$ cat src/rtl/cpx_pkg.sv
package cpx_pkg;
   typedef enum logic [2:0] {
      PH_NONE  = 3'd0,
      PH_FIRST = 3'd1,
      PH_BUSY  = 3'd2,
      PH_INTR  = 3'd3,
      PH_DATA  = 3'd4,
      PH_CCYC  = 3'd5
   } cpx_phase_e;

   localparam logic [2:0] K_LOAD  = 3'd0;
   localparam logic [2:0] K_STORE = 3'd1;
   localparam logic [2:0] K_MTO   = 3'd2;
   localparam logic [2:0] K_MFROM = 3'd3;
   localparam logic [2:0] K_OP    = 3'd4;

   localparam logic [1:0] RSP_GO   = 2'd0;
   localparam logic [1:0] RSP_BUSY = 2'd1;
   localparam logic [1:0] RSP_CANT = 2'd2;
   localparam logic [1:0] RSP_INC  = 2'd3;

   localparam logic [1:0] INT_NONE  = 2'd0;
   localparam logic [1:0] INT_RESET = 2'd1;
   localparam logic [1:0] INT_FAST  = 2'd2;
   localparam logic [1:0] INT_NORM  = 2'd3;
endpackage

$ cat src/rtl/cpx_int_arb.sv
module cpx_int_arb
   import cpx_pkg::*;
(
   input  logic       rst_req,
   input  logic       fiq_req,
   input  logic       fiq_mask,
   input  logic       irq_req,
   input  logic       irq_mask,
   output logic [1:0] code
);
   always_comb begin
      if (rst_req)                   code = INT_RESET;
      else if (fiq_req && !fiq_mask) code = INT_FAST;
      else if (irq_req && !irq_mask) code = INT_NORM;
      else                           code = INT_NONE;
   end
endmodule

$ cat src/rtl/cpx_vec_chk.sv
module cpx_vec_chk #(
   parameter int unsigned     AW        = 32,
   parameter logic [AW-1:0]   VEC_LIMIT = 32
) (
   input  logic [AW-1:0] addr,
   output logic          hit
);
   generate
      if (VEC_LIMIT == '0) begin : g_no_region
         assign hit = 1'b0;
      end else begin : g_region
         assign hit = (addr < VEC_LIMIT);
      end
   endgenerate
endmodule

$ cat src/rtl/cpx_seq.sv
module cpx_seq
   import cpx_pkg::*;
#(
   parameter int unsigned   NCP       = 16,
   parameter int unsigned   AW        = 32,
   parameter int unsigned   DW        = 32,
   parameter logic [AW-1:0] VEC_LIMIT = 32,
   parameter logic [DW-1:0] FLAG_VAL  = {4'hF, {(DW-4){1'b0}}},
   localparam int unsigned  CPW       = (NCP > 1) ? $clog2(NCP) : 1
) (
   input  logic           clk,
   input  logic           rst_n,
   input  logic           start,
   input  logic [2:0]     kind,
   input  logic [CPW-1:0] cp_num,
   input  logic [NCP-1:0] cp_enable,
   input  logic [AW-1:0]  base_addr,
   input  logic [1:0]     cp_rsp,
   input  logic [DW-1:0]  cp_rdata,
   input  logic           rst_req,
   input  logic           fiq_req,
   input  logic           fiq_mask,
   input  logic           irq_req,
   input  logic           irq_mask,
   output logic [2:0]     cp_phase,
   output logic           mem_req,
   output logic           mem_we,
   output logic [AW-1:0]  mem_addr,
   output logic           done,
   output logic           undef,
   output logic           cp_abort,
   output logic           vec_abort,
   output logic [1:0]     int_code,
   output logic           res_valid,
   output logic [DW-1:0]  res_data
);
   localparam logic [AW-1:0] WORD_STEP = AW'(4);

   generate
      if (NCP < 2 || (1 << CPW) != NCP) begin : g_bad_ncp
         $error("NCP must be a power of two of at least 2");
      end
      if (AW < 8 || DW < 4) begin : g_bad_width
         $error("AW must be at least 8 and DW at least 4");
      end
   endgenerate

   typedef enum logic [2:0] {
      S_IDLE, S_FIRST, S_WAIT, S_BUSY, S_INTR, S_DATA, S_CCYC, S_ICYC
   } st_e;

   st_e            st;
   logic [2:0]     kind_q;
   logic [AW-1:0]  addr_q;
   logic [DW-1:0]  res_q;
   logic [1:0]     int_hold;
   logic           done_q, undef_q, cpab_q, vab_q, rv_q;
   logic [1:0]     int_q;
   logic [1:0]     pend_code;
   logic           vec_hit;
   logic           kind_ok;
   logic           is_mem;

   cpx_int_arb u_arb (
      .rst_req (rst_req),
      .fiq_req (fiq_req),
      .fiq_mask(fiq_mask),
      .irq_req (irq_req),
      .irq_mask(irq_mask),
      .code    (pend_code)
   );

   cpx_vec_chk #(.AW(AW), .VEC_LIMIT(VEC_LIMIT)) u_vec (
      .addr(addr_q),
      .hit (vec_hit)
   );

   assign kind_ok = (kind <= K_OP);
   assign is_mem  = (kind_q == K_LOAD) || (kind_q == K_STORE);

   always_ff @(posedge clk) begin
      if (!rst_n) begin
         st       <= S_IDLE;
         kind_q   <= '0;
         addr_q   <= '0;
         res_q    <= '0;
         int_hold <= INT_NONE;
         done_q   <= 1'b0;
         undef_q  <= 1'b0;
         cpab_q   <= 1'b0;
         vab_q    <= 1'b0;
         rv_q     <= 1'b0;
         int_q    <= INT_NONE;
      end else begin
         done_q  <= 1'b0;
         undef_q <= 1'b0;
         cpab_q  <= 1'b0;
         vab_q   <= 1'b0;
         rv_q    <= 1'b0;
         int_q   <= INT_NONE;
         case (st)
            S_IDLE: begin
               if (start) begin
                  kind_q <= kind;
                  addr_q <= base_addr;
                  if (!cp_enable[cp_num] || !kind_ok) begin
                     done_q  <= 1'b1;
                     undef_q <= 1'b1;
                  end else begin
                     st <= S_FIRST;
                  end
               end
            end
            S_FIRST, S_BUSY: begin
               if (cp_rsp == RSP_BUSY) begin
                  st <= S_WAIT;
               end else if (cp_rsp == RSP_CANT) begin
                  st     <= S_IDLE;
                  done_q <= 1'b1;
                  if (is_mem) cpab_q  <= 1'b1;
                  else        undef_q <= 1'b1;
                  if (kind_q == K_MFROM) begin
                     rv_q  <= 1'b1;
                     res_q <= FLAG_VAL;
                  end
               end else if (is_mem) begin
                  if (kind_q == K_STORE && vec_hit) begin
                     st     <= S_IDLE;
                     done_q <= 1'b1;
                     vab_q  <= 1'b1;
                  end else begin
                     st <= S_DATA;
                  end
               end else if (kind_q == K_MFROM) begin
                  res_q <= cp_rdata;
                  st    <= S_CCYC;
               end else begin
                  st     <= S_IDLE;
                  done_q <= 1'b1;
               end
            end
            S_WAIT: begin
               if (pend_code != INT_NONE) begin
                  int_hold <= pend_code;
                  st       <= S_INTR;
               end else begin
                  st <= S_BUSY;
               end
            end
            S_INTR: begin
               st     <= S_IDLE;
               done_q <= 1'b1;
               int_q  <= int_hold;
            end
            S_DATA: begin
               if (cp_rsp == RSP_INC) begin
                  addr_q <= addr_q + WORD_STEP;
               end else begin
                  st     <= S_IDLE;
                  done_q <= 1'b1;
               end
            end
            S_CCYC: st <= S_ICYC;
            S_ICYC: begin
               st     <= S_IDLE;
               done_q <= 1'b1;
               rv_q   <= 1'b1;
            end
            default: st <= S_IDLE;
         endcase
      end
   end

   cpx_phase_e ph;
   always_comb begin
      case (st)
         S_FIRST: ph = PH_FIRST;
         S_BUSY:  ph = PH_BUSY;
         S_INTR:  ph = PH_INTR;
         S_DATA:  ph = PH_DATA;
         S_CCYC:  ph = PH_CCYC;
         default: ph = PH_NONE;
      endcase
   end

   assign cp_phase  = ph;
   assign mem_req   = (st == S_DATA);
   assign mem_we    = (kind_q == K_STORE);
   assign mem_addr  = addr_q;
   assign done      = done_q;
   assign undef     = undef_q;
   assign cp_abort  = cpab_q;
   assign vec_abort = vab_q;
   assign int_code  = int_q;
   assign res_valid = rv_q;
   assign res_data  = res_q;

   AST_FIRST_AFTER_START: assert property (@(posedge clk) disable iff (!rst_n)
      (cp_phase == PH_FIRST) |-> $past(start));
   AST_IDLE_BEFORE_BUSY: assert property (@(posedge clk) disable iff (!rst_n)
      (cp_phase == PH_BUSY) |-> ($past(cp_phase) == PH_NONE));
   AST_INTR_ENDS: assert property (@(posedge clk) disable iff (!rst_n)
      (cp_phase == PH_INTR) |=> (done && int_code != INT_NONE && !mem_req));
   AST_ONE_CAUSE: assert property (@(posedge clk) disable iff (!rst_n)
      done |-> $onehot0({undef, cp_abort, vec_abort, int_code != INT_NONE}));
   AST_BURST_STEP: assert property (@(posedge clk) disable iff (!rst_n)
      (mem_req && $past(mem_req)) |-> (mem_addr == $past(mem_addr) + WORD_STEP));
   AST_VEC_NO_MEM: assert property (@(posedge clk) disable iff (!rst_n)
      vec_abort |-> !$past(mem_req));
endmodule

$ cat config.mk
export PLATFORM = sky130hd
export DESIGN_NAME = cpx_seq
export DESIGN_NICKNAME = d
export VERILOG_FILES = /design/src/rtl/cpx_pkg.sv /design/src/rtl/cpx_int_arb.sv /design/src/rtl/cpx_vec_chk.sv /design/src/rtl/cpx_seq.sv
export SDC_FILE = /design/constraint.sdc
export NUM_CORES = 1
export LEC_CHECK = 0
export BUFFER_PORTS_ARGS = -buffer_cell sky130_fd_sc_hd__buf_2
export CORE_UTILIZATION = 32
export CTS_CLUSTER_SIZE = 20
export DETAILED_ROUTE_END_ITERATION = 8
export GPL_ROUTABILITY_DRIVEN = 0
export GPL_TIMING_DRIVEN = 0
export PLACE_DENSITY = 0.59
export RECOVER_POWER = 100
export SLEW_MARGIN = 20
export SYNTH_ARGS = -nofsm -noshare
export SYNTH_HDL_FRONTEND = slang
export SYNTH_SLANG_ARGS = --single-unit
$ cat constraint.sdc
create_clock -name clk -period 2.9 [get_ports clk]
set_clock_uncertainty 0.2 [all_clocks]
set_input_delay 0.29 -clock clk [delete_from_list [all_inputs] [get_ports clk]]
set_output_delay 0.29 -clock clk [all_outputs]
set_load 0.01 [all_outputs]
==> flow_summary.json <==
{
  "grt.total_usage": 0.229,
  "antenna_found_initial": 0,
  "synthesis.nets": 636,
  "post-route-util": 0.449,
  "synthArstFlopShare": 0,
  "drive_gt1_frac": 0.166,
  "cp_data_arrival_time_ns": 2.14,
  "cts_tree": "yes",
  "syn_area_per_cell_um2": 7.62,
  "die_area_um2": 13300,
  "crit_path_end_kind": "output port",
  "slew_headroom": 0.496,
  "port_buffers": 171,
  "cts_buffer_depth": 2,
  "irDropWorstVdd_mv": 0.265,
  "drt-total-wl_mm": 15.3,
  "pin_count": 173,
  "hold_depth": 3,
  "drc": 0,
  "crit_path_max_fanout": 10,
  "hold_ws_ns": 0.00320,
  "n_antenna_cell": 0,
  "power_leakage_nw": 2.04,
  "viasPerCell": 5.48,
  "worstMarginPinSlew_ns": 0.755,
  "pwr-share-seq": 0.425,
  "syn_inst": 538,
  "comb_power_share": 0.174,
  "num_rows": 40,
  "synth_top_area_frac": 0.386,
  "rsz0062_at_grt": "false",
  "insertion_delay_ns": 0.35,
  "ant_nets": 0,
  "final.setup.tns_ns": 0,
  "synth-edff-count": 0,
  "crit_cells": 5,
  "yosysWarnings": 0,
  "report.final.slew_viol_count": 0,
  "synth_area_um2": 4100,
  "p_total_mw": 2.89,
  "ys_top_cells_by_count": "80 x nand2_1, 79 x dfxtp_1, 62 x a21oi_1",
  "synth.distinct_cells": 64,
  "synth-seq-cells": 79,
  "p_clk_frac": 0.402,
  "num_vias": 4967,
  "swShare": 0.301,
  "setup_viol": 0,
  "cap_violations": 0,
  "power.switching_mw": 0.870,
  "cp-start-kind": "flip-flop",
  "max_freq_ghz": 0.381,
  "fin_area_um2": 5510,
  "wl_per_cell_um": 16.9,
  "grt_max_degree": 15,
  "p_per_area_nw_per_um2": 525,
  "clock_sinks": 79,
  "hold_viol_final": 0,
  "cts-root-buf": "clkbuf_16",
  "placement.cell_area_um2": 5170,
  "grt_pass1_vias": 4576,
  "die_w_um": 115,
  "synthTopCellsByArea": "dfxtp_1 39%, a21oi_1 7.6%, nand2_1 7.3%",
  "cts_buffers": 9,
  "start_util": 0.334,
  "ys_seq_area_frac": 0.386,
  "worstPathRequired_ns": 2.41,
  "synth_top_cell_by_area": "dfxtp_1",
  "cp_top_family": "buffers and inverters",
  "first_pass_iters": 5,
  "final_nets": 833,
  "crit_path_max_incr_delay_ns": 0.47,
  "status": "complete, no violations",
  "synth_ff_type": "dfxtp_1",
  "critPathMostFrequentCell": "clkbuf_1",
  "fin_ws_ns": 0.273,
  "detailed_place_hpwl_mm": 11.5,
  "grt_pass1_wl_mm": 23.1,
  "critPathKind": "flip-flop to output port",
  "synth.most_common_cell": "nand2_1",
  "cp_slowest_cell": "clkbuf_1",
  "core_um2": 12300,
  "first_iter_violations": 350,
  "power.internal_mw": 2.02,
  "fin_crit_sh": 0.906,
  "clk_pin_slew_ns": 0.06,
  "grt_overflow_total": 0,
  "area_growth_pct": 34.3,
  "path_buf_inv": 4,
  "fp.dieH_um": 115,
  "r2r_cells": 6,
  "dp.cells": 877,
  "layout_min_cycle_time_ns": 2.63,
  "path_cells": "clkbuf_1 -> nand3b_1 -> inv_2 -> clkbuf_1 -> buf_2",
  "preCtsSetupSlack_ns": 0.432,
  "htree_levels": 3,
  "final_cells": 907,
  "worstHoldPathType": "primary input to flip-flop"
}
## final cells by class
type	instances	area, µm²
buffer	41	156
fill	1302	6750
timing repair buffer	186	911
sequential	79	1580
clock inverter	6	71.3
tap	168	210
inverter	6	22.5
clock buffer	9	225
multi-input combinational	412	2330
## cell usage in the layout (no fill, tap or decap), types with 5 or more instances in the layout
master / n
mux2i_1: 9
o21ai_0: 24
clkbuf_16: 9
nor2_1: 35
dfxtp_1: 79
nand3_1: 48
a31oi_1: 6
and3_1: 6
a21oi_1: 62
nand2_1: 80
nand2b_1: 10
dlygate4sd3_1: 15
nor4_1: 14
nor3_1: 22
nand4_1: 10
clkbuf_1: 114
buf_2: 97
o22ai_1: 5
a211oi_1: 8
## routing by layer
metal	vias to the layer above	wire length (µm)	GRT usage
met1	2333	6500	0.290
met5	-	0	0
met3	24	1240	0.0554
met2	230	7290	0.369
li1	2380	-	-
met4	0	320	0.103
## cell families after synthesis
logic type	synth area share
flops	0.386
simple gates	0.304
buf+inv	0.0458
mux	0.0357
compound gates	0.221
xor+xnor	0.00214
fa+ha+maj	0.00549
## power groups by stage
stage	clock network (mW)	registers [mW]	logic (mW)
floorplan	0	1.25	0.264
global placement	0	1.24	0.492
detailed placement	0	1.25	0.499
CTS	1.17	1.22	0.517
global route	1.22	1.23	0.550
finish	1.16	1.23	0.502
## sequential cells by signal, summed over array words and instances (netlist names)
| signal | count |
|---|---|
| cp_abort | 1 |
| done | 1 |
| int_code | 2 |
| int_hold | 2 |
| kind_q | 3 |
| mem_addr | 32 |
| res_data | 32 |
| res_valid | 1 |
| st | 3 |
| undef | 1 |
| vec_abort | 1 |
## path summary, 6_finish.rpt
check | from | end | slack, ns
setup / recovery | st[2]$_SDFFE_PN0P_ | mem_req | 0.27
hold / removal | cp_rdata[16] | res_data[16]$_SDFFE_PN0P_ | 0.003
setup reg to reg | st[2]$_SDFFE_PN0P_ | mem_addr[19]$_SDFFE_PN0P_ | 0.32
hold reg to reg | int_hold[1]$_SDFFE_PN0P_ | int_code[1]$_SDFF_PN0_ | 0.24
## repair_timing
action                                  in CTS  in global routing
resized for setup                            0                  0
buffers inserted                             0                  0
hold endpoints to repair                    15                  0
hold buffers                                15                  0
endpoints found under the setup margin       0                  0
## worst min-delay path, stage by stage
cell	delay, ns
buf_2	0.10
nand3_1	0.05
a21oi_1	0.06
Power figures use the tool's default switching activity.
